### config.mk
export PLATFORM = sky130hd
export DESIGN_NAME = mac_stat_bank
export DESIGN_NICKNAME = d
export VERILOG_FILES = /design/src/rtl/mac_stat_pkg.sv /design/src/rtl/mac_stat_counter.sv /design/src/rtl/mac_stat_irq.sv /design/src/rtl/mac_stat_ctrl.sv /design/src/rtl/mac_stat_bank.sv
export SDC_FILE = /design/constraint.sdc
export NUM_CORES = 1
export LEC_CHECK = 0
export ABC_AREA = 1
export CORE_MARGIN = 5
export CORE_UTILIZATION = 55
export DETAILED_ROUTE_END_ITERATION = 6
export PLACE_DENSITY = 0.74
export RECOVER_POWER = 25
export REMOVE_ABC_BUFFERS = 1
export SLEW_MARGIN = 20
export SYNTH_ARGS = -nofsm -noshare
export SYNTH_HDL_FRONTEND = slang
export SYNTH_SLANG_ARGS = --single-unit
### constraint.sdc
create_clock -name clk_i -period 5 [get_ports clk_i]
set_input_delay 1 -clock clk_i [delete_from_list [all_inputs] [get_ports clk_i]]
set_output_delay 1 -clock clk_i [all_outputs]
set_load 0.02 [all_outputs]
### src/rtl/mac_stat_pkg.sv
package mac_stat_pkg;
  localparam int NUM_CNT      = 8;
  localparam int NUM_SIDE     = 4;
  localparam int ADR_CTRL     = 0;
  localparam int ADR_RX_STS   = 1;
  localparam int ADR_TX_STS   = 2;
  localparam int ADR_RX_MSK   = 3;
  localparam int ADR_TX_MSK   = 4;
  localparam int ADR_CNT_BASE = 8;
  localparam int CTRL_ZERO    = 0;
  localparam int CTRL_FREEZE  = 1;
  localparam int CTRL_RDCLR   = 2;

  typedef enum int {
    CNT_TX_ALL   = 0,
    CNT_TX_SCOL  = 1,
    CNT_TX_MCOL  = 2,
    CNT_TX_OCT   = 3,
    CNT_RX_ALL   = 4,
    CNT_RX_CRC   = 5,
    CNT_RX_ALIGN = 6,
    CNT_RX_UNI   = 7
  } cnt_idx_e;
endpackage

### src/rtl/mac_stat_counter.sv
module mac_stat_counter #(
  parameter int W     = 32,
  parameter int INC_W = 1
) (
  input  logic             clk_i,
  input  logic             rst_i,
  input  logic             zero_i,
  input  logic             rdclr_i,
  input  logic             hold_i,
  input  logic             inc_en_i,
  input  logic [INC_W-1:0] inc_amt_i,
  output logic [W-1:0]     cnt_o,
  output logic             flag_o
);
  logic [W-1:0] cnt_q;
  logic         flag_q;
  logic [W-1:0] base;
  logic [W:0]   sum;
  logic         apply;

  always_comb begin
    base  = rdclr_i ? '0 : cnt_q;
    apply = inc_en_i & ~hold_i & ~zero_i;
    sum   = {1'b0, base} + {{(W + 1 - INC_W){1'b0}}, inc_amt_i};
  end

  always_ff @(posedge clk_i) begin
    if (rst_i || zero_i) begin
      cnt_q  <= '0;
      flag_q <= 1'b0;
    end else begin
      flag_q <= apply & (sum[W] | (~base[W-1] & sum[W-1]));
      cnt_q  <= apply ? sum[W-1:0] : base;
    end
  end

  assign cnt_o  = cnt_q;
  assign flag_o = flag_q;
endmodule

### src/rtl/mac_stat_irq.sv
module mac_stat_irq #(
  parameter int N = 4
) (
  input  logic         clk_i,
  input  logic         rst_i,
  input  logic [N-1:0] set_i,
  input  logic         sts_we_i,
  input  logic         msk_we_i,
  input  logic [N-1:0] wdata_i,
  output logic [N-1:0] sts_o,
  output logic [N-1:0] msk_o,
  output logic         irq_o
);
  logic [N-1:0] sts_q;
  logic [N-1:0] msk_q;
  logic         irq_q;

  for (genvar k = 0; k < N; k++) begin : g_bit
    always_ff @(posedge clk_i) begin
      if (rst_i)                        sts_q[k] <= 1'b0;
      else if (set_i[k])                sts_q[k] <= 1'b1;
      else if (sts_we_i && wdata_i[k])  sts_q[k] <= 1'b0;
    end
  end

  always_ff @(posedge clk_i) begin
    if (rst_i) begin
      msk_q <= '0;
      irq_q <= 1'b0;
    end else begin
      if (msk_we_i) msk_q <= wdata_i;
      irq_q <= |(sts_q & ~msk_q);
    end
  end

  assign sts_o = sts_q;
  assign msk_o = msk_q;
  assign irq_o = irq_q;
endmodule

### src/rtl/mac_stat_ctrl.sv
module mac_stat_ctrl
  import mac_stat_pkg::*;
#(
  parameter int ADDR_W = 5,
  parameter int DATA_W = 32
) (
  input  logic               clk_i,
  input  logic               rst_i,
  input  logic               wr_en_i,
  input  logic [ADDR_W-1:0]  wr_addr_i,
  input  logic [DATA_W-1:0]  wr_data_i,
  input  logic               rd_en_i,
  input  logic [ADDR_W-1:0]  rd_addr_i,
  output logic               zero_o,
  output logic               freeze_o,
  output logic               rdclr_en_o,
  output logic               rx_sts_we_o,
  output logic               tx_sts_we_o,
  output logic               rx_msk_we_o,
  output logic               tx_msk_we_o,
  output logic [NUM_CNT-1:0] cnt_rdclr_o
);
  localparam logic [ADDR_W-1:0] A_CTRL   = ADDR_W'(ADR_CTRL);
  localparam logic [ADDR_W-1:0] A_RX_STS = ADDR_W'(ADR_RX_STS);
  localparam logic [ADDR_W-1:0] A_TX_STS = ADDR_W'(ADR_TX_STS);
  localparam logic [ADDR_W-1:0] A_RX_MSK = ADDR_W'(ADR_RX_MSK);
  localparam logic [ADDR_W-1:0] A_TX_MSK = ADDR_W'(ADR_TX_MSK);

  logic ctrl_we;
  logic freeze_q;
  logic rdclr_q;

  assign ctrl_we     = wr_en_i && (wr_addr_i == A_CTRL);
  assign zero_o      = ctrl_we && wr_data_i[CTRL_ZERO];
  assign rx_sts_we_o = wr_en_i && (wr_addr_i == A_RX_STS);
  assign tx_sts_we_o = wr_en_i && (wr_addr_i == A_TX_STS);
  assign rx_msk_we_o = wr_en_i && (wr_addr_i == A_RX_MSK);
  assign tx_msk_we_o = wr_en_i && (wr_addr_i == A_TX_MSK);

  always_ff @(posedge clk_i) begin
    if (rst_i) begin
      freeze_q <= 1'b0;
      rdclr_q  <= 1'b0;
    end else if (ctrl_we) begin
      freeze_q <= wr_data_i[CTRL_FREEZE];
      rdclr_q  <= wr_data_i[CTRL_RDCLR];
    end
  end

  for (genvar i = 0; i < NUM_CNT; i++) begin : g_rdclr
    assign cnt_rdclr_o[i] = rd_en_i && rdclr_q && (rd_addr_i == ADDR_W'(ADR_CNT_BASE + i));
  end

  assign freeze_o   = freeze_q;
  assign rdclr_en_o = rdclr_q;
endmodule

### src/rtl/mac_stat_bank.sv
module mac_stat_bank
  import mac_stat_pkg::*;
#(
  parameter int CNT_W  = 32,
  parameter int LEN_W  = 16,
  parameter int ADDR_W = 5,
  parameter int DATA_W = 32
) (
  input  logic              clk_i,
  input  logic              rst_i,
  input  logic              tx_frame_i,
  input  logic              tx_scol_i,
  input  logic              tx_mcol_i,
  input  logic              tx_good_i,
  input  logic [LEN_W-1:0]  tx_good_bytes_i,
  input  logic              rx_frame_i,
  input  logic              rx_crc_err_i,
  input  logic              rx_align_err_i,
  input  logic              rx_good_uni_i,
  input  logic              wr_en_i,
  input  logic [ADDR_W-1:0] wr_addr_i,
  input  logic [DATA_W-1:0] wr_data_i,
  input  logic              rd_en_i,
  input  logic [ADDR_W-1:0] rd_addr_i,
  output logic [DATA_W-1:0] rd_data_o,
  output logic              rd_valid_o,
  output logic              rx_irq_o,
  output logic              tx_irq_o
);
  localparam int HALF = NUM_CNT / 2;

  logic [NUM_CNT-1:0]            evt;
  logic [NUM_CNT-1:0][CNT_W-1:0] cnt;
  logic [NUM_CNT-1:0]            flag;
  logic [NUM_CNT-1:0]            cnt_rdclr;
  logic zero, freeze, rdclr_en;
  logic rx_sts_we, tx_sts_we, rx_msk_we, tx_msk_we;
  logic [HALF-1:0] rx_sts, tx_sts, rx_msk, tx_msk;
  logic [DATA_W-1:0] rd_mux;
  logic [DATA_W-1:0] rd_data_q;
  logic              rd_valid_q;

  assign evt = {rx_good_uni_i, rx_align_err_i, rx_crc_err_i, rx_frame_i,
                tx_good_i, tx_mcol_i, tx_scol_i, tx_frame_i};

  mac_stat_ctrl #(.ADDR_W(ADDR_W), .DATA_W(DATA_W)) ctrl_i (
    .clk_i(clk_i), .rst_i(rst_i),
    .wr_en_i(wr_en_i), .wr_addr_i(wr_addr_i), .wr_data_i(wr_data_i),
    .rd_en_i(rd_en_i), .rd_addr_i(rd_addr_i),
    .zero_o(zero), .freeze_o(freeze), .rdclr_en_o(rdclr_en),
    .rx_sts_we_o(rx_sts_we), .tx_sts_we_o(tx_sts_we),
    .rx_msk_we_o(rx_msk_we), .tx_msk_we_o(tx_msk_we),
    .cnt_rdclr_o(cnt_rdclr)
  );

  for (genvar i = 0; i < NUM_CNT; i++) begin : g_cnt
    if (i == CNT_TX_OCT) begin : g_oct
      mac_stat_counter #(.W(CNT_W), .INC_W(LEN_W)) cnt_i (
        .clk_i(clk_i), .rst_i(rst_i), .zero_i(zero), .rdclr_i(cnt_rdclr[i]),
        .hold_i(freeze), .inc_en_i(evt[i]), .inc_amt_i(tx_good_bytes_i),
        .cnt_o(cnt[i]), .flag_o(flag[i])
      );
    end else begin : g_frm
      mac_stat_counter #(.W(CNT_W), .INC_W(1)) cnt_i (
        .clk_i(clk_i), .rst_i(rst_i), .zero_i(zero), .rdclr_i(cnt_rdclr[i]),
        .hold_i(freeze), .inc_en_i(evt[i]), .inc_amt_i(1'b1),
        .cnt_o(cnt[i]), .flag_o(flag[i])
      );
    end
  end

  mac_stat_irq #(.N(HALF)) tx_irq_i (
    .clk_i(clk_i), .rst_i(rst_i), .set_i(flag[HALF-1:0]),
    .sts_we_i(tx_sts_we), .msk_we_i(tx_msk_we), .wdata_i(wr_data_i[HALF-1:0]),
    .sts_o(tx_sts), .msk_o(tx_msk), .irq_o(tx_irq_o)
  );

  mac_stat_irq #(.N(HALF)) rx_irq_i (
    .clk_i(clk_i), .rst_i(rst_i), .set_i(flag[NUM_CNT-1:HALF]),
    .sts_we_i(rx_sts_we), .msk_we_i(rx_msk_we), .wdata_i(wr_data_i[HALF-1:0]),
    .sts_o(rx_sts), .msk_o(rx_msk), .irq_o(rx_irq_o)
  );

  always_comb begin
    rd_mux = '0;
    if (rd_addr_i == ADDR_W'(ADR_CTRL))   rd_mux = DATA_W'({rdclr_en, freeze, 1'b0});
    if (rd_addr_i == ADDR_W'(ADR_RX_STS)) rd_mux = DATA_W'(rx_sts);
    if (rd_addr_i == ADDR_W'(ADR_TX_STS)) rd_mux = DATA_W'(tx_sts);
    if (rd_addr_i == ADDR_W'(ADR_RX_MSK)) rd_mux = DATA_W'(rx_msk);
    if (rd_addr_i == ADDR_W'(ADR_TX_MSK)) rd_mux = DATA_W'(tx_msk);
    for (int i = 0; i < NUM_CNT; i++) begin
      if (rd_addr_i == ADDR_W'(ADR_CNT_BASE + i)) rd_mux = DATA_W'(cnt[i]);
    end
  end

  always_ff @(posedge clk_i) begin
    if (rst_i) begin
      rd_data_q  <= '0;
      rd_valid_q <= 1'b0;
    end else begin
      rd_valid_q <= rd_en_i;
      if (rd_en_i) rd_data_q <= rd_mux;
    end
  end

  assign rd_data_o  = rd_data_q;
  assign rd_valid_o = rd_valid_q;
endmodule

# Word-level counts from Yosys, hierarchy flattened
# Cells that the tools add are included.
[word_totals] input_bits=70 word_cells=191 register_bits=317 out_inout_bits=35
[op_classes] bitwise_logic=54 eq_ne=16 add_sub_neg=8 mux=45 reduce_logical=36
[op_table] operator="2-to-1 mux 32 bit" count=28
[op_table] operator="adder 32 x 1 -> 33 bit, second input constant" count=7
[op_table] operator="== test 5 x 4 -> 1 bit, second input constant" count=8
[op_table] operator="adder 32 x 16 -> 33 bit" count=1
[op_table] operator="AND 1 bit" count=32
[op_table] operator="logical AND 1 bit" count=23
[op_table] operator="== test 5 x 2 -> 1 bit, second input constant" count=4
[op_table] operator="2-to-1 mux 1 bit" count=16
[op_table] operator="nonzero test 2 bit" count=8
[op_table] operator="== test 5 x 1 -> 1 bit, second input constant" count=2
[op_table] operator="== test 5 x 3 -> 1 bit, second input constant" count=2
[op_table] operator="zero test 5 bit" count=2
[op_table] operator="NOT 1 bit" count=10
[op_table] operator="AND 4 bit" count=2
[op_table] operator="NOT 4 bit" count=2
[op_table] operator="OR 1 bit" count=8
[op_table] operator="OR reduction 4 bit" count=2
[op_table] operator="2-to-1 mux 3 bit" count=1
[op_table] operator="logical OR 1 bit" count=1

# Depth between registers and ports, before layout
[depth] word_depth=14 mapped_depth=22

# Cells and area by module
# A second synthesis with hierarchy kept.
[hier_totals] cells_unflattened=3659 hier_area_um2=22078.7
[modules_own_cells] mod="mac_stat_counter (g_cnt[1].g_frm.cnt_i ...)" area_per_inst_um2=2110.8 seq_area_each_um2=660.6 cells_each=344 instances=5
[modules_own_cells] mod="mac_stat_counter (g_cnt[0].g_frm.cnt_i ...)" area_per_inst_um2=2220.9 seq_area_each_um2=660.6 cells_each=357 instances=2
[modules_own_cells] mod="mac_stat_bank" area_per_inst_um2=3144.3 seq_area_each_um2=660.6 cells_each=566 instances=1
[modules_own_cells] mod="mac_stat_counter (g_cnt[3].g_oct.cnt_i)" area_per_inst_um2=3017.9 seq_area_each_um2=660.6 cells_each=515 instances=1
[modules_own_cells] mod="mac_stat_irq" area_per_inst_um2=334.1 seq_area_each_um2=180.2 cells_each=47 instances=2
[modules_own_cells] mod="mac_stat_ctrl" area_per_inst_um2=252.7 seq_area_each_um2=40.0 cells_each=50 instances=1

# Worst setup path before layout
# OpenSTA, ideal clock, no wires.
[synth_timing] path_kind="input port to flip-flop" startpoint="input port rd_addr_i[1]" endpoint="register g_cnt[3].g_oct.cnt_i.cnt_q[30]" path_slack_ns=1.035 stages=21 arrival_time_ns=3.834 path_buffers=3 required_ns=4.868 path_cell_list="buf_4 -> nand2_1 -> nor3_1 -> nand2_2 -> buf_2 -> buf_1 -> nand2_1 -> inv_1 -> ha_1 -> fa_1 -> nand3_1 -> nand2_1 -> nand2_1 -> nand2_1 -> a21oi_1 -> o21ai_0 -> nand2_1 -> nor2_1 -> nand2_1 -> nand2_1 -> nor3b_1"
[synth_via] elab_chain_cells=5
[synth_lines] element="from (decl)" line_no="mac_stat_bank.sv:24" source="input logic [ADDR_W-1:0] rd_addr_i,"
[synth_lines] element="== test 5 x 4 -> 1 bit (*)" line_no="mac_stat_ctrl.sv:51" source="assign cnt_rdclr_o[i] = rd_en_i && rdclr_q && (rd_addr_i == ADDR_W'(ADR_CNT_BASE + i));"
[synth_lines] element="logical AND 1 bit (*)" line_no="mac_stat_ctrl.sv:51"
[synth_lines] element="2-to-1 mux 32 bit (*)" line_no="mac_stat_counter.sv:22" source="base = rdclr_i ? '0 : cnt_q;"
[synth_lines] element="adder 32 x 16 -> 33 bit" line_no="mac_stat_counter.sv:24" source="sum = {1'b0, base} + {{(W + 1 - INC_W){1'b0}}, inc_amt_i};"
[synth_lines] element="2-to-1 mux 32 bit (*)" line_no="mac_stat_counter.sv:33" source="cnt_q <= apply ? sum[W-1:0] : base;"
[synth_lines] element="to (signal assigned)" line_no="mac_stat_counter.sv:33"
[synth_lines] element="to (decl)" line_no="mac_stat_counter.sv:15" source="logic [W-1:0] cnt_q;"
# Every way passes the cells marked *; elsewhere a longest branch is shown, timed or not.
# A chain may end at the register's enable or synchronous reset.

# Final worst setup path
[layout_timing] startpoint="input port wr_addr_i[4]" endpoint="register g_cnt[4].g_frm.cnt_i.cnt_q[18]"
[layout_via] elab_chain_cells=6 word_cells_on_any_way=7
[layout_lines] element="from (decl)" line_no="mac_stat_bank.sv:21" source="input logic [ADDR_W-1:0] wr_addr_i,"
[layout_lines] element="zero test 5 bit (*)" line_no="mac_stat_ctrl.sv:33" source="assign ctrl_we = wr_en_i && (wr_addr_i == A_CTRL);"
[layout_lines] element="logical AND 1 bit (*)" line_no="mac_stat_ctrl.sv:33"
[layout_lines] element="logical AND 1 bit (*)" line_no="mac_stat_ctrl.sv:34" source="assign zero_o = ctrl_we && wr_data_i[CTRL_ZERO];"
[layout_lines] element="NOT 1 bit" line_no="mac_stat_counter.sv:23" source="apply = inc_en_i & ~hold_i & ~zero_i;"
[layout_lines] element="AND 1 bit" line_no="mac_stat_counter.sv:23"
[layout_lines] element="2-to-1 mux 32 bit" line_no="mac_stat_counter.sv:33"
[layout_lines] element="to (signal assigned)" line_no="mac_stat_counter.sv:33"
[layout_lines] element="to (decl)" line_no="mac_stat_counter.sv:15"
# Marks and branches as above.

==> impl_metrics.yaml <==
setup_path:
  worstSetupEndpointType: "flip-flop"
  worstReg2RegStart: "ctrl_i.rdclr_en_o"
  critPathSlowestCell: "sky130_fd_sc_hd__dlymetal6s2s_1"
  critical_path.reg2reg.endpoint: "g_cnt[3].g_oct.cnt_i.cnt_o[30]"
  critPathMostFrequentCell: "sky130_fd_sc_hd__inv_1"
  critical_path.max_fanout: 35
  worst-setup-path-type: "in2reg"
  chain_of_cells_forming_the_critical_path: "dlygate4sd3_1 -> inv_1 -> nand2_1 -> inv_1 -> nand3_1 -> nor2_1 -> nor2_4 -> inv_1 -> dlymetal6s2s_1 -> a21oi_1 -> o21a_1"
  reg2reg_setup_slack_ps: 1590
  critical-path-max-stage-delay_ps: 1430
  cp.required_ps: 5450
  r2r_cell_count: 18
  arr_time_crit_path_ps: 4950
  crit_path_start_kind: "input port"
synth:
  synth_area_um2: 19800
  syn_avg_cell_area_um2: 6.09
  synth_area_leaders: "sky130_fd_sc_hd__dfxtp_1 (32%), sky130_fd_sc_hd__nand2_1 (17%), sky130_fd_sc_hd__nor2_1 (8.3%)"
  post_synth_num_cell_types: 57
  yosys_register_bits: 317
  async_flop_share_pct: 0
  post-synth-top-area-cell: "sky130_fd_sc_hd__dfxtp_1"
  synth-seq-area-share_pct: 32.0
  synth_top_area_share_pct: 32.0
  synth-main-ff-cell: "sky130_fd_sc_hd__dfxtp_1"
  synth-warning-count: 0
  netlist_instances: 3257
  synth-edff-count: 0
layout:
  multiInputGateArea_um2: 11500
  final_layout_size_suffix_gt1_share_pct: 5.87
  num-nets-final: 3398
  mostFrequentLayoutCell: "sky130_fd_sc_hd__nand2_1"
  areaGrowthSynthToFinish_pct: 11.8
  layout.area.seq_um2: 6350
  final.fill_count: 3533
  final_area_um2: 22200
  final_cell_mix: "sky130_fd_sc_hd__nand2_1 (892), sky130_fd_sc_hd__nor2_1 (439), sky130_fd_sc_hd__inv_1 (383)"
clock_network:
  cts_resized: 0
  cts_buffer_depth: 3
  cts.repair_timing.setup_buffer_count: 0
  cts_num_sinks: 317
  clkLatencyLatePin_ps: 570
  cts_hold_buffers: 0
  root_buffer: "sky130_fd_sc_hd__clkbuf_16"
  cts-htree-levels: 2
  cts_inserted_buffers: 40
  clkSlewWorstSetupHoldPaths_ps: 60
  cts_tree: "built"
placed_design:
  preCtsSetupSlack_ps: 253
  placed_cell_area_um2: 20900
  gp_congestion: 1.04
  dp_hpwl_mm: 53.8
  port-buffer-count: 76
timing:
  final.setup.tns_ps: 0
  setup_viol: 0
  fmaxAchievable_mhz: 222
  min_period_ps: 4500
  worst_pin_slew_ps: 2260
  timing.final.ws_setup_ps: 495
  min_period_over_period_pct: 90.1
  report.final.slew_viol_count: 307
  fin_worst_skew_ps: 28.2
  setup_repair_after_global_routing_missed_its_margin: "false"
  slew_headroom_pct: -50.5
  final_hold_viol_count: 0
global_routing:
  grt_first_pass_wirelength_mm: 109
  first_global_vias: 19900
  overflow: 0
  grt_max_degree: 196
  globalRouteTotalUtil_pct: 34.4
  grt_antenna_before_repair: 2
worst_hold_path:
  hold-path-endpoint: "tx_irq_i.sts_o[1]"
  holdPathStages: 2
  worst_hold_path_type: "reg2reg"
  hold_path.startpoint: "g_cnt[1].g_frm.cnt_i.flag_o"
route:
  num_vias: 22100
  drt_wl_total_mm: 70.8
  route.antenna.remaining_nets: 0
  routed_via_density: 5.84
  drc: 0
  drt_iter0_markers: 2528
  avgRoutedWirePerCell_um: 18.7
  drt_pass1_iterations: 7
pwr:
  leakage_nw: 8.83
  post-layout-total-power_mw: 6.00
  ir_drop_mv: 0.363
  pwr_density_cell_nw_per_um2: 270
floorplan:
  start_util_pct: 55.8
  ios: 105
  die_height_um: 200
  placementRows: 69
  dieArea_um2: 40000
  dieWidth_um: 200
  fp.coreArea_um2: 35600
run_status:
  failed_checks: "max-capacitance violations, max-slew violations"
  run_status: "complete, but fails checks"
job:
  cap_violations: 4
-- cells in the mapped netlist, drive strengths merged (9+ instances only) --
| master | number |
|---|---|
| nor3 | 94 |
| nor2 | 481 |
| nand4 | 103 |
| o21ai | 204 |
| buf | 44 |
| nor4 | 15 |
| o22ai | 11 |
| dfxtp | 317 |
| nand3 | 210 |
| nand2 | 912 |
| a21oi | 275 |
| o211ai | 13 |
| ha | 31 |
| o21a | 17 |
| clkbuf | 63 |
| inv | 394 |
| xor2 | 9 |
-- per-layer routing --
metal / global-route usage (%) / up-vias / routed length (um)
met1: 48.8 / 10200 / 30300
met4: 12.3 / 0 / 2860
met5: 0 / - / 0
li1: - / 10700 / -
met2: 53.1 / 1103 / 30700
met3: 5.77 / 151 / 6900
-- power by group --
group	leakage (nW)	internal [mW]	total, mW	switching (mW)
clock	0.650	1.72	2.93	1.21
sequential	2.56	2.56	2.59	0.0305
combinational	5.61	0.161	0.474	0.313
-- cell type report --
class / count / share of cell area, %
inverters: 399 / 6.76
clock buffers: 51 / 5.15
multi-input cells: 2434 / 51.8
clock inverters: 18 / 0.739
well taps: 461 / 2.60
repair buffers: 104 / 4.34
flip-flops and latches: 317 / 28.6
diodes: 2 / 0.0226
-- cells by family after synthesis --
kind of cell,after synthesis,synth area share [%]
adders and majority gates,32,2.05
and+or+nand+nor,1845,40.7
AOI/OAI and AO/OA,544,14.5
buffers and inverters,506,10.2
DFF,317,32.0
xor gates and xnor gates,13,0.574
-- critical path: cells and delay by family --
kind,cells,cell delay (ps)
compound gates,2,240
buf+inv,5,2690
simple gates,4,970
-- flip-flops by register name, summed over array words and instances (netlist names) --
signal and count:
tx_irq_i.irq_o 1, rd_valid_o 1, g_cnt.g_oct.cnt_i.flag_o 1, rx_irq_i.sts_o 4, g_cnt.g_oct.cnt_i.cnt_o 32, ctrl_i.freeze_o 1
rx_irq_i.msk_o 4, ctrl_i.rdclr_en_o 1, g_cnt.g_frm.cnt_i.flag_o 7, tx_irq_i.msk_o 4, tx_irq_i.sts_o 4, rd_data_o 32
rx_irq_i.irq_o 1, g_cnt.g_frm.cnt_i.cnt_o 224
-- metrics by stage --
stage | cells | hold WS, ps | utilization (%)
floorplan | 3150 | 409 | -
global placement | 3715 | 422 | 58.8
detailed placement | 3715 | 425 | 58.8
CTS | 3784 | 439 | 62.5
global route | 3784 | 461 | 62.4
finish | 3786 | 436 | 62.4
-- worst max path at each step --
stage | slack [ps] | to | startpoint | cells after the start
2_1_floorplan | -5070 | g_cnt[6].g_frm.cnt_i.cnt_o[5] | wr_addr_i[4] | 8
3_3_place_gp | 250 | g_cnt[3].g_oct.cnt_i.cnt_o[29] | rd_addr_i[0] | 18
3_5_place_dp | 250 | g_cnt[3].g_oct.cnt_i.cnt_o[30] | rd_addr_i[0] | 19
4_1_cts | 820 | g_cnt[3].g_oct.cnt_i.cnt_o[30] | rd_addr_i[0] | 19
5_1_grt | 340 | g_cnt[3].g_oct.cnt_i.cnt_o[29] | rd_addr_i[0] | 18
6_report | 500 | g_cnt[4].g_frm.cnt_i.cnt_o[18] | wr_addr_i[4] | 11
No activity file was read; power rests on OpenSTA's default activity.
